**config.mk**
```make
export PLATFORM = sky130hd
export DESIGN_NAME = interleaved_dpwm
export DESIGN_NICKNAME = d
export VERILOG_FILES = /design/src/rtl/ipwm_pkg.sv /design/src/rtl/ipwm_counter.sv /design/src/rtl/ipwm_shadow.sv /design/src/rtl/ipwm_phase.sv /design/src/rtl/interleaved_dpwm.sv
export SDC_FILE = /design/constraint.sdc
export NUM_CORES = 1
export LEC_CHECK = 0
export BUFFER_PORTS_ARGS = -buffer_cell sky130_fd_sc_hd__buf_2
export CORE_MARGIN = 1
export CORE_UTILIZATION = 55
export DETAILED_ROUTE_END_ITERATION = 10
export PLACE_DENSITY_LB_ADDON = 0.25
export SLEW_MARGIN = 20
export SYNTH_ARGS = -nofsm -noshare
export SYNTH_HDL_FRONTEND = slang
export SYNTH_HIERARCHICAL = 1
export SYNTH_SLANG_ARGS = --single-unit
```
**constraint.sdc**
```tcl
create_clock -name clk -period 5.55 [get_ports clk]
set_input_delay 0.555 -clock clk [delete_from_list [all_inputs] [get_ports clk]]
set_output_delay 0.555 -clock clk [all_outputs]
set_load 0.005 [all_outputs]
```
**src/rtl/ipwm_pkg.sv**
```systemverilog
package ipwm_pkg;

  // Folds a count shifted by 'shift' back into the range 0..per-1.
  // Valid when c < per and shift <= per.
  function automatic int unsigned fold(input int unsigned c,
                                       input int unsigned shift,
                                       input int unsigned per);
    int unsigned s;
    s = c + shift;
    return (s >= per) ? (s - per) : s;
  endfunction

  // Count at which phase p begins its on-time.
  function automatic int unsigned phase_origin(input int unsigned p,
                                               input int unsigned phases,
                                               input int unsigned per);
    return (p * per) / phases;
  endfunction

  // A gate is on while its local count is below the duty word.
  function automatic bit pulse_on(input int unsigned local_cnt,
                                  input int unsigned duty);
    return local_cnt < duty;
  endfunction

endpackage

```
**src/rtl/ipwm_counter.sv**
```systemverilog
module ipwm_counter #(
  parameter int unsigned PERIOD  = 1600,
  parameter int unsigned SAMPLES = 16,
  parameter int unsigned CNT_W   = 11
) (
  input  logic             clk,
  input  logic             rst_n,
  output logic [CNT_W-1:0] cnt,
  output logic             period_start,
  output logic             sample_trig
);
  localparam int unsigned SPACING = PERIOD / SAMPLES;
  localparam int unsigned SUB_W   = (SPACING > 1) ? $clog2(SPACING) : 1;

  logic [SUB_W-1:0] sub;
  logic             at_end;
  logic             sub_end;

  assign at_end  = (cnt == CNT_W'(PERIOD - 1));
  assign sub_end = (sub == SUB_W'(SPACING - 1));

  // Reset parks the counter on its last count, so the release edge opens a period.
  always_ff @(posedge clk or negedge rst_n) begin
    if (!rst_n) begin
      cnt <= CNT_W'(PERIOD - 1);
    end else begin
      cnt <= at_end ? '0 : cnt + 1'b1;
    end
  end

  // The sub-period counter is forced back to zero at every wrap, so triggers stay locked to the period.
  always_ff @(posedge clk or negedge rst_n) begin
    if (!rst_n) begin
      sub <= SUB_W'(SPACING - 1);
    end else begin
      sub <= (at_end || sub_end) ? '0 : sub + 1'b1;
    end
  end

  assign period_start = (cnt == '0);
  assign sample_trig  = (sub == '0);
endmodule

```
**src/rtl/ipwm_shadow.sv**
```systemverilog
module ipwm_shadow #(
  parameter int unsigned DUTY_W = 11
) (
  input  logic              clk,
  input  logic              rst_n,
  input  logic [DUTY_W-1:0] duty_cmd,
  input  logic              duty_load,
  output logic [DUTY_W-1:0] next_duty
);
  logic [DUTY_W-1:0] held;

  always_ff @(posedge clk or negedge rst_n) begin
    if (!rst_n) begin
      held <= '0;
    end else if (duty_load) begin
      held <= duty_cmd;
    end
  end

  // A load on the hand-over edge is forwarded, so it reaches the period that opens on that edge.
  assign next_duty = duty_load ? duty_cmd : held;
endmodule

```
**src/rtl/ipwm_phase.sv**
```systemverilog
module ipwm_phase #(
  parameter int unsigned PERIOD = 1600,
  parameter int unsigned ORIGIN = 0,
  parameter int unsigned CNT_W  = 11,
  parameter int unsigned DUTY_W = 11
) (
  input  logic              clk,
  input  logic              rst_n,
  input  logic [CNT_W-1:0]  cnt,
  input  logic [DUTY_W-1:0] next_duty,
  output logic              gate,
  output logic              phase_start
);
  localparam int unsigned SHIFT = PERIOD - ORIGIN;

  logic [CNT_W-1:0]  local_cnt;
  logic [DUTY_W-1:0] active;
  logic              handover;

  assign local_cnt   = CNT_W'(ipwm_pkg::fold(32'(cnt), SHIFT, PERIOD));
  assign handover    = (local_cnt == CNT_W'(PERIOD - 1));
  assign phase_start = (local_cnt == '0);

  always_ff @(posedge clk or negedge rst_n) begin
    if (!rst_n) begin
      active <= '0;
    end else if (handover) begin
      active <= next_duty;
    end
  end

  assign gate = ipwm_pkg::pulse_on(32'(local_cnt), 32'(active));
endmodule

```
**src/rtl/interleaved_dpwm.sv**
```systemverilog
module interleaved_dpwm #(
  parameter int unsigned PERIOD  = 1600,
  parameter int unsigned SAMPLES = 16,
  parameter int unsigned DUTY_W  = 11
) (
  input  logic              clk,
  input  logic              rst_n,
  input  logic [DUTY_W-1:0] duty_cmd,
  input  logic              duty_load,
  output logic              gate_a,
  output logic              gate_b,
  output logic              period_start,
  output logic              sample_trig
);
  localparam int unsigned PHASES = 2;
  localparam int unsigned CNT_W  = $clog2(PERIOD);

  logic [CNT_W-1:0]  cnt;
  logic [DUTY_W-1:0] next_duty;
  logic [PHASES-1:0] gate;
  logic [PHASES-1:0] phase_start;

  ipwm_counter #(
    .PERIOD (PERIOD),
    .SAMPLES(SAMPLES),
    .CNT_W  (CNT_W)
  ) i_counter (
    .clk         (clk),
    .rst_n       (rst_n),
    .cnt         (cnt),
    .period_start(period_start),
    .sample_trig (sample_trig)
  );

  ipwm_shadow #(
    .DUTY_W(DUTY_W)
  ) i_shadow (
    .clk      (clk),
    .rst_n    (rst_n),
    .duty_cmd (duty_cmd),
    .duty_load(duty_load),
    .next_duty(next_duty)
  );

  for (genvar p = 0; p < PHASES; p++) begin : g_phase
    ipwm_phase #(
      .PERIOD(PERIOD),
      .ORIGIN(ipwm_pkg::phase_origin(p, PHASES, PERIOD)),
      .CNT_W (CNT_W),
      .DUTY_W(DUTY_W)
    ) i_phase (
      .clk        (clk),
      .rst_n      (rst_n),
      .cnt        (cnt),
      .next_duty  (next_duty),
      .gate       (gate[p]),
      .phase_start(phase_start[p])
    );
  end

  assign gate_a = gate[0];
  assign gate_b = gate[1];
endmodule

```
After elaboration in Yosys (flattened, before gate mapping)
Index checks and enable logic that the tools add are counted.

operators by class
  reduce and logical (&&, ||, !) cells = 3
  eq/ne operators = 4
  multiplexer cells = 5
  magnitude comparators = 4
  $add $sub $neg = 6

operator list
  operator                                                                               number
  11-bit 2-to-1 mux                                                                      4
  11-bit equality test, second input constant                                            3
  12-bit by 11-bit greater-or-equal comparator with 1-bit output, second input constant  2
  11-bit < comparator                                                                    2
  11-bit subtractor, second input constant                                               2
  11-bit by 10-bit adder with 12-bit output, second input constant                       1
  11-bit by 11-bit adder with 12-bit output, second input constant                       1
  11-bit by 1-bit adder with 11-bit output, second input constant                        1
  11-bit logical NOT                                                                     1
  7-bit by 1-bit adder with 7-bit output, second input constant                          1
  7-bit equality test, second input constant                                             1
  7-bit logical NOT                                                                      1
  7-bit 2-to-1 mux                                                                       1
  1-bit logical OR                                                                       1

storage, ports and cells
  input port bits = 14
  register bits = 51

Depth between registers and ports, before layout
Gate-level depths: netlist of the first run.

  word-level depth = 4
  depth in mapped cells = 13

Cells and area by module
Netlist of the first run, hierarchy kept.

by module, submodules not included
  module                           instances  area an instance (sq um)  cells each  seq. area each (sq um)
  ipwm_phase (g_phase[1].i_phase)  1          1111.1                    106         275.3
  ipwm_phase (g_phase[0].i_phase)  1          996.0                     95          275.3
  ipwm_counter                     1          945.9                     90          465.4
  ipwm_shadow                      1          447.9                     23          275.3

Worst setup path before layout of the first run
Ideal clock, no wire load.

  kind = reg2out
  start point = reg i_counter.cnt[6]
  end point = out gate_a
  stages on the path, launching flop included = 13
  path slack = 2.202 ns
  data arrival time = 2.793 ns
  required time = 4.995 ns
  cells stage by stage = dfrtp_1 > clkbuf_2 > inv_1 > ha_1 > inv_1 > a41o_1 > a221o_1 > o21a_1 > ha_1 > nand2_1 > a21oi_1 > a221oi_1 > a21boi_0

between the ends
  cells in the longest elaborated chain, start to end = 4

ends and longest elaborated chain
  element                                                                                              RTL line                RTL
  from (decl)                                                                                          ipwm_counter.sv:8       output logic [CNT_W-1:0] cnt,
  from (signal assigned)                                                                               ipwm_counter.sv:25      cnt <= CNT_W'(PERIOD - 1);
  from (signal assigned)                                                                               ipwm_counter.sv:27      cnt <= at_end ? '0 : cnt + 1'b1;
  11-bit by 11-bit adder with 12-bit output (*)                                                        ipwm_pkg.sv:9           s = c + shift;
  11-bit subtractor or 12-bit by 11-bit greater-or-equal comparator with 1-bit output (tied branches)  ipwm_pkg.sv:10          return (s >= per) ? (s - per) : s;
  11-bit 2-to-1 mux (*)                                                                                ipwm_pkg.sv:10
  11-bit < comparator (*)                                                                              ipwm_pkg.sv:23          return local_cnt < duty;
  to (decl)                                                                                            interleaved_dpwm.sv:10  output logic gate_a,

Every way passes the cells marked *; elsewhere a longest branch is shown, timed or not.

Worst setup path in the final report of the first run
  start point = reg i_counter.cnt[6]
  end point = out gate_b

between the ends
  cells in the longest elaborated chain, start to end = 4

ends and longest elaborated chain
  element                                                                                              RTL line                RTL
  11-bit by 10-bit adder with 12-bit output (*)                                                        ipwm_pkg.sv:9
  11-bit subtractor or 12-bit by 11-bit greater-or-equal comparator with 1-bit output (tied branches)  ipwm_pkg.sv:10
  11-bit 2-to-1 mux (*)                                                                                ipwm_pkg.sv:10
  11-bit < comparator (*)                                                                              ipwm_pkg.sv:23
  to (decl)                                                                                            interleaved_dpwm.sv:11  output logic gate_b,

Marked as above.

==> results of run 1 <==
==> worst max-delay path, cell delays in order, from the launching register on <==
cell,delay [ps]
dfrtp_1,770
ha_1,360
xnor2_1,200
ha_1,290
nand3_1,140
a21oi_4,280
nand2b_1,150
xor2_1,150
ha_1,260
a211oi_1,220
nand2_1,100
a2bb2oi_1,140
o31ai_1,70
buf_2,150
==> worst max path at each step <==
stage	startpoint	to	slack (ps)	cells past startpoint
4_1_cts	i_counter/cnt[6]	gate_b	1370	13
2_1_floorplan	i_counter/cnt[6]	gate_a	2220	12
3_3_place_gp	i_counter/cnt[6]	gate_b	1850	13
6_report	i_counter/cnt[6]	gate_b	1400	13
5_1_grt	i_counter/cnt[6]	gate_b	1160	13
3_5_place_dp	i_counter/cnt[6]	gate_b	1720	13
==> power by group <==
part / internal, mW / leakage, nW / switching [mW]
registers: 0.388 / 0.616 / 0.00693
logic: 0.0354 / 1.05 / 0.0296
clock network: 0.0890 / 0.0483 / 0.128
total: 0.512 / 1.72 / 0.165
==> metal layers <==
| metal | global-route usage | vias up | wire length [um] |
|---|---|---|---|
| met2 | 0.351 | 36 | 3030 |
| met5 | 0 | - | 0 |
| met3 | 0.0393 | 9 | 228 |
| li1 | - | 1144 | - |
| met1 | 0.293 | 1130 | 3080 |
| met4 | 0.0625 | 0 | 83 |
==> state kept, by name, indices dropped and copies added, names as in the netlist <==
signal / cells
i_counter/sub: 7
i_counter/cnt: 11
g_phase.i_phase/active: 22
i_shadow/held: 11
==> layout make-up <==
cell class,instances,share of cell area
Clock buffer,5,0.0187
Timing Repair Buffer,19,0.0272
Sequential cell,51,0.351
Tap cell,75,0.0255
Inverter,33,0.0337
Clock inverter,3,0.00511
Multi-Input combinational cell,218,0.538
==> metrics by stage <==
stage               hold WS, ps   util
finish                      327  0.614
global route                380  0.614
CTS                         356  0.613
detailed placement          491  0.598
global placement            475  0.598
floorplan                   259      -
==> metrics.md, run 1 <==
| Metric | Value |
|---|---|
| Multi-input logic area | `1980 um^2` |
| Sink Count | `51` |
| Setup bufs post-CTS | `0` |
| Die Wd | `81.3 um` |
| Cell Pwr Density | `184 nW/um^2` |
| FILL cells | `469` |
| Proportion of layout cells with a drive suffix above 1 | `0.283` |
| Final hold vios | `0` |
| Cells after DPL | `396` |
| Nature of the critical path startpoint | `flip-flop` |
| Worst-skew pair later-pin latency | `between 300 and 400 ps` |
| Crit Path Category | `reg2out` |
| Max-Cap Viols | `0` |
| Vias in the first global route | `2247` |
| Gr usage total | `0.216` |
| Final period utilization | `0.748` |
| Worst vdd ir | `roughly 0.17 mV` |
| DRT iter0 DRCs | `137` |
| Post-route cell area | `3680 um^2` |
| Clock buffer depth | `2` |
| GRT Residual Overflow | `0` |
| DIE AREA | `6610 um^2` |
| Reg area | `between 1000 and 1500 um^2` |
| Initial antenna violation count | `0` |
| Most common cell after layout, fill and taps aside | `dfrtp_1` |
| Syn. warnings | `6` |
| Commonest non-fill, non-tap cells in the layout | `dfrtp_1 (39), inv_1 (33), mux2_4 (30), ha_1 (29), buf_2 (17)` |
| Worst-path maximum fanout | `20` |
| DR pass1 iterations | `5` |
| Clk root buf | `clkbuf_8` |
| FMAX | `~240 MHz` |
| Initial Utilization | `0.578` |
| CP Data Required Time | `4990 ps` |
| Core area | `between 5000 and 6000 um^2` |
| Slack of the worst reg-to-reg path | `2130 ps` |
| H-tree Lvls | `2` |
| RR Endpoint | `g_phase[1].i_phase/active[10]` |
| CTS buffer count | `5` |
| # setup viols final | `0` |
| Clock transition at path regs | `100 ps` |
| WP data arrival | `~3600 ps` |
| Cells after Synth | `between 300 and 400` |
| Die Y | `81.3 um` |
| ANT nets after route | `0` |
| CTS tree | `built` |
| Syn_nets | `352` |
| Final net count | `approximately 370` |
| Leak Pwr | `1.72 nW` |
| Pin count of the biggest net entering global routing | `52` |
| Routed len/inst | `15.9 um` |
| Post-CTS Hold Fix Bufs | `0` |
| Max-slew violation count | `0` |
| Avg Cell Area, Syn | `11.2 um^2` |
| Post-Layout Cell Count | `404` |
| DRC viols | `0` |
| Slew HR | `0.271` |
| Area Overhead vs Synth | `6.22%` |
| First-pass GRT wire length | `10700 um` |
| Antenna diode count | `0` |
| Row cnt | `28` |
| Synth Cell Area | `3460 um^2` |
| Num ports | `18` |
| Vias per inst | `about 5.7` |
| Actual slew at the worst max-slew pin | `1090 ps` |
| Unrepaired setup endpoints after global routing | `false` |
| Placer Congestion | `about 0.86` |
| Final Power | `0.677 mW` |
| Post-CTS Resized | `0` |
| Post-Place Setup Slack | `between 1500 and 2000 ps` |
| IO Port Bufs | `17` |
| Reg2Reg Depth | `9` |
| Final wirelength | `6420 um` |
| Status | `completed` |
| Area after DPL | `3580 um^2` |
| Clock Skews | `7.93 ps` |
| Setup crit end kind | `primary output` |
| Setup tns final | `0 ps` |
| Post-route setup slack | `1400 ps` |
| Hpwl dp | `4590 um` |
| Min Clock Period, post-route | `4150 ps` |
| Hold crit path type | `in2async` |
| Vias | `around 2300` |
| Worst reg2reg path startpoint | `i_counter/cnt[6]` |
(Power assumes the default switching activity.)
==> run 2, diff against run 1 <==
clock period = 4.1 ns   (was 5.55 ns; I/O delays follow)
==> run 2 against run 1 <==
  * Clock-buffer cell count increased by 1
  * Global-route usage decreased by 0.062 points
  * Total power increased by 44%
  * Routed wire length decreased by 0.53%
  * Worst setup slack got worse by 1200 ps
  * Sequential share of layout area decreased by 0.39 points
  * Non-clock buffer count increased by 3
  * Critical path depth decreased by 1
  * Utilization increased by 0.88 points
  * Clock skew increased by 2.0 ps
  * Hold slack got worse by 130 ps
==> metrics.md, run 2 (synthesis gave the netlist of run 1 again) <==
| Metric | Value |
|---|---|
| Clk root buf | `clkbuf_8` |
| Cell count along the critical path | `12 (-1)` |
| Actual slew at the worst max-slew pin | `682 ps (-413 ps)` |
| Slew HR | `0.542 (+0.271)` |
| Worst-path maximum fanout | `18 (-10%)` |
| First-pass GRT wire length | `10800 um (+0.77%)` |
| CTS buffer count | `5 (unchanged)` |
| Final core occ | `0.622 (+0.00877)` |
| Sink Count | `51 (unchanged)` |
| Unrepaired setup endpoints after global routing | `false` |
| Area Overhead vs Synth | `7.74%` |
| Final Power | `0.977 mW (+44%)` |
| Core area | `5990 um^2 (unchanged)` |
| Vias in the first global route | `2221 (-1.2%)` |
| Setup crit end kind | `primary output` |
| DR pass1 iterations | `4 (-1)` |
| Register with the most flip-flops | `g_phase.i_phase/active` |
| H-tree Lvls | `2 (unchanged)` |
| Max-slew violation count | `0 (unchanged)` |
| GRT Residual Overflow | `0 (unchanged)` |
| Routed len/inst | `15.7 um (-1.3%)` |
| ANT nets after route | `0 (unchanged)` |
| CP max stage delay | `720 ps (-50 ps)` |
| CP Data Required Time | `3690 ps (-1300 ps)` |
| Buf/Inv on CP | `1 (unchanged)` |
| DRT iter0 DRCs | `172 (+26%)` |
| Final period utilization | `0.941` |
| Area after DPL | `3600 um^2 (+0.63%)` |
| Worst reg2reg path startpoint | `i_counter/cnt[7]` |
| Clock Power Share | `0.362 (+0.041)` |
| Die Y | `81.3 um (unchanged)` |
| Final wirelength | `6390 um (-0.53%)` |
| Gr usage total | `0.215 (-0.000615)` |
| Pin count of the biggest net entering global routing | `52 (unchanged)` |
| Logic pwr share | `0.091 (-0.005)` |
| Net Sw Power | `0.219 mW (+33%)` |
| DIE AREA | `6610 um^2 (unchanged)` |
| Setup tns final | `0 ps (unchanged)` |
| Final hold vios | `0 (unchanged)` |
| Initial antenna violation count | `0 (unchanged)` |
| CTS tree | `built` |
| RR Endpoint | `g_phase[0].i_phase/active[10]` |
| Row cnt | `28 (unchanged)` |
| Post-CTS Resized | `0 (unchanged)` |
| Cells after DPL | `399 (+0.76%)` |
| Post-route cell area | `3730 um^2 (+1.4%)` |
| Vias | `2320 (+0.043%)` |
| Nature of the critical path startpoint | `flip-flop` |
| Final net count | `374 (+0.81%)` |
| FMAX | `259 MHz` |
| Slack of the worst reg-to-reg path | `870 ps (-1260 ps)` |
| Sw Ratio | `0.224 (-0.0188)` |
| Post-Place Setup Slack | `482 ps (-1240 ps)` |
| Post-route setup slack | `240 ps (-1160 ps)` |
| Most common cell after layout, fill and taps aside | `dfrtp_1` |
| Largest registers | `g_phase.i_phase/active x22, i_counter/cnt x11, i_shadow/held x11` |
| Post-CTS Hold Fix Bufs | `0 (unchanged)` |
| Clock Skews | `9.88 ps (+1.96 ps)` |
| Worst-skew pair later-pin latency | `300 ps (about the same)` |
| Status | `completed` |
| Flop pwr share | `0.547 (-0.036)` |
| Hold crit path type | `in2async` |
| Setup bufs post-CTS | `0 (unchanged)` |
| Crit path max-delay family | `adder cells` |
| Clock buffer depth | `2 (unchanged)` |
| Max reg flops | `22 (unchanged)` |
| Initial Utilization | `0.578 (unchanged)` |
| Num ports | `18 (unchanged)` |
| Die Wd | `81.3 um (unchanged)` |
| IO Port Bufs | `17 (unchanged)` |
| Min Clock Period, post-route | `3860 ps` |
| Post-Layout Cell Count | `407 (+0.74%)` |
| Commonest non-fill, non-tap cells in the layout | `dfrtp_1 (39), inv_1 (33), mux2_4 (30), ha_1 (28), buf_2 (17)` |
| Vias per inst | `5.70 (-0.69%)` |
| Hpwl dp | `4700 um (+2.5%)` |
| # setup viols final | `0 (unchanged)` |
| CP max-delay cell | `dfstp_4` |
| DRC viols | `0 (unchanged)` |
| Antenna diode count | `0 (unchanged)` |
| Worst vdd ir | `0.196 mV (+17%)` |
| Final hold slack | `198 ps (-129 ps)` |
| WP data arrival | `3450 ps (-150 ps)` |
| Placer Congestion | `0.839 (-2.6%)` |
| Proportion of layout cells with a drive suffix above 1 | `0.289 (+0.00648)` |
| Reg2Reg Depth | `9 (unchanged)` |
| Cell Pwr Density | `262 nW/um^2 (+42%)` |
| CP startpoint | `i_counter/cnt[5]` |
| Clock transition at path regs | `90 ps (about the same)` |
| Most common cell on crit path | `ha_1` |
| Leak Pwr | `1.74 nW (+1.2%)` |
| Cell chain of the critical path | `ha_1 > xnor2_1 > ha_2 > nand3_1 > a21oi_4 > nand2b_1 > xor2_1 > ha_1 > a211oi_1 > nand2_1 > o31ai_1 > buf_2` |
| Max-Cap Viols | `0 (unchanged)` |
| Cell-internal power | `0.758 mW (+48%)` |
| Crit Path Category | `reg2out` |
==> run 2: power groups by stage <==
stage / Clock [mW] / Sequential [mW] / Combinational (mW)
after global placement: 0 / 0.543 / 0.0859
after global routing: 0.380 / 0.537 / 0.100
after detailed placement: 0 / 0.544 / 0.0901
final: 0.353 / 0.535 / 0.0887
after floorplan: 0 / 0.541 / 0.0600
after CTS: 0.361 / 0.535 / 0.0906
==> run 2: area by class of cell <==
cell class / instances / area (um^2)
inverter: 33 / 124
tap: 75 / 93.8
multi-input combinational: 218 / 1980
clock inverter: 2 / 38.8
clock buffer: 6 / 72.6
fill: 482 / 2260
sequential: 51 / 1290
timing repair buffer: 22 / 123
==> run 2: worst max path at each step <==
stage	to	slack, ps
after floorplan	gate_a	910
after global placement	gate_b	650
after detailed placement	gate_b	480
after CTS	gate_b	150
after global routing	gate_b	20
final	gate_b	240
==> run 2: layer usage <==
layer  part of all wire  vias to the layer above  global-route usage
met1               0.49                     1144               0.307
met3              0.019                        2              0.0371
met5                  0                        -                   0
met4             0.0033                        0              0.0429
met2               0.49                       22               0.343
li1                   -                     1152                   -
==> run 3, diff against run 2 <==
==> constraint.sdc (replaced) <==
create_clock -name clk -period 3.2 [get_ports clk]
set_input_delay 0.16 -clock clk [delete_from_list [all_inputs] [get_ports clk]]
set_output_delay 0.16 -clock clk [all_outputs]
set_load 0.005 [all_outputs]
==> run 3 against run 2 <==
  * Hold slack worse by 100 ps
  * Worst setup slack got worse by 210 ps
  * Largest power group unchanged
  * Routed wire length up 1.9%
  * Final area increased by 4.7%
==> metrics.md, run 3 (synthesis gave the netlist of run 1 again) <==
| Metric | Value |
|---|---|
| Max reg flops | `22 (unchanged)` |
| DR pass1 iterations | `5 (+1)` |
| Vias in the first global route | `2335 (+5.1%)` |
| Status | `completed` |
| Multi-input logic area | `2080 um^2 (+4.9%)` |
| Final hold vios | `0 (unchanged)` |
| Post-route cell area | `3900 um^2 (+4.7%)` |
| CTS buffer count | `5 (unchanged)` |
| Most common cell after layout, fill and taps aside | `dfrtp_1` |
| Num ports | `18 (unchanged)` |
| Max-Cap Viols | `0 (unchanged)` |
| Antenna diode count | `0 (unchanged)` |
| Area after DPL | `3640 um^2 (+1.0%)` |
| Area Overhead vs Synth | `12.8%` |
| Largest registers | `g_phase.i_phase/active x22, i_counter/cnt x11, i_shadow/held x11` |
| CP Data Required Time | `3040 ps (-650 ps)` |
| Gr usage total | `0.216 (+0.000635)` |
| Row cnt | `28 (unchanged)` |
| Initial Utilization | `0.578 (unchanged)` |
| DRC viols | `0 (unchanged)` |
| Unrepaired setup endpoints after global routing | `true` |
| DIE AREA | `6610 um^2 (unchanged)` |
| Proportion of layout cells with a drive suffix above 1 | `0.345 (+0.0558)` |
| Commonest non-fill, non-tap cells in the layout | `dfrtp_1 (37), inv_1 (33), mux2_4 (30), ha_1 (25), buf_2 (17)` |
| Min Clock Period, post-route | `3170 ps` |
| IO Port Bufs | `17 (unchanged)` |
| Clock transition at path regs | `90 ps (about the same)` |
| Clk root buf | `clkbuf_8` |
| H-tree Lvls | `2 (unchanged)` |
| Vias | `2361 (+1.8%)` |
| Leak Pwr | `1.81 nW (+4.0%)` |
| Vias per inst | `5.62 (-1.4%)` |
| Final net count | `387 (+3.5%)` |
| Placer Congestion | `0.892 (+6.3%)` |
| Pin count of the biggest net entering global routing | `38 (-27%)` |
| CTS tree | `built` |
| Worst vdd ir | `0.304 mV (+56%)` |
| Hold crit path type | `in2reg` |
| Slew HR | `0.256 (-0.286)` |
| Sink Count | `51 (unchanged)` |
| Reg area | `1290 um^2 (about the same)` |
| Core area | `5990 um^2 (unchanged)` |
| Die Y | `81.3 um (unchanged)` |
| Final wirelength | `6510 um (+1.9%)` |
| Crit Path Category | `reg2out` |
| Register with the most flip-flops | `g_phase.i_phase/active` |
| WP data arrival | `3010 ps (-440 ps)` |
| Clock Skews | `5.19 ps (-4.69 ps)` |
| Clock buffer depth | `2 (unchanged)` |
| Max-slew violation count | `0 (unchanged)` |
| Nature of the critical path startpoint | `flip-flop` |
| Initial antenna violation count | `0 (unchanged)` |
| # setup viols final | `0 (unchanged)` |
| Worst-path maximum fanout | `4 (-14)` |
| GRT Residual Overflow | `0 (unchanged)` |
| Final Power | `1.17 mW (+20%)` |
| Actual slew at the worst max-slew pin | `1110 ps (+425 ps)` |
| Final period utilization | `0.989` |
| FMAX | `316 MHz` |
| Worst-skew pair later-pin latency | `300 ps (about the same)` |
| FILL cells | `477 (-1.0%)` |
| ANT nets after route | `0 (unchanged)` |
| First-pass GRT wire length | `10900 um (+1.1%)` |
| Die Wd | `81.3 um (unchanged)` |
| Setup crit end kind | `primary output` |
| Routed len/inst | `15.5 um (-1.2%)` |
| Cell Pwr Density | `301 nW/um^2 (+15%)` |
| Hpwl dp | `4510 um (-4.0%)` |
| DRT iter0 DRCs | `95 (-45%)` |
==> run 3: cell count changes in the layout (fill, tap and decap cells not counted), moves of 2 or more <==
cell and change:
buf_4 +11, clkinv_2 +2, dfrtp_1 -2, dfrtp_2 +2, ha_1 -3, ha_4 +3, nand3_1 -2, nand3_2 +2
==> run 3: metrics by stage <==
step            util  TNS (ps)  hold WS [ps]  worst slack [ps]  std cells
5_1_grt        0.652      -203          97.9              -119        420
6_report       0.652         0          97.6              34.2        420
3_5_place_dp   0.608         0           312               116        404
3_3_place_gp   0.608         0           297               221        404
4_1_cts        0.636     -17.1          95.4             -17.1        417
2_1_floorplan      -         0          -136               263        309
==> run 3: path summary, 6_finish.rpt <==
path	slack, ps	start	cells past startpoint	endpoint
max	30	i_counter/cnt[5]	14	gate_b
min	100	duty_cmd[1]	2	i_shadow/held[1]
max reg2reg	270	i_counter/cnt[5]	9	g_phase[1].i_phase/active[10]
min reg2reg	500	g_phase[1].i_phase/active[10]	1	g_phase[1].i_phase/active[10]
max in group asynchronous	2000	rst_n	3	g_phase[1].i_phase/active[6]
min in group asynchronous	490	rst_n	2	i_counter/sub[4]
==> run 3: layer usage <==
metal | share of wire | vias to the layer above | global-route usage | wire length [um]
li1 | - | 1182 | - | -
met1 | 0.50 | 1137 | 0.301 | 3230
met2 | 0.47 | 35 | 0.350 | 3070
met3 | 0.021 | 7 | 0.0348 | 140
met4 | 0.011 | 0 | 0.0518 | 74
met5 | 0 | - | 0 | 0
==> run 3: cell type report <==
type | count | share of cell area
Inverter | 33 | 0.0317
Sequential cell | 51 | 0.331
Timing Repair Buffer | 35 | 0.0580
Clock buffer | 5 | 0.0176
Clock inverter | 3 | 0.00481
Multi-Input combinational cell | 218 | 0.532
Tap cell | 75 | 0.0240
==> run 3: where the power goes <==
part	switching, mW	internal, mW
sequential	0.0127	0.673
combinational	0.0514	0.0624
clock	0.220	0.154
==> run 3: critical path, cell delays in order (launching register included) <==
cell and delay [ps]:
dfstp_2 590, buf_6 110, buf_4 120, a311oi_4 90, xor2_2 210, nor2_2 210, a21oi_4 90, nand2b_4 160
xor2_1 140, ha_1 330, a211oi_2 180, nand2_1 100, a2bb2oi_1 150, o31ai_1 70, buf_2 150
==> run 3: timing repair <==
action	CTS	global route
pin swaps	1	8
setup buffers	4	3
hold buffers	1	0
endpoints found under the hold margin	24	0
gates resized for setup	7	12
endpoints found under the setup margin	2	2
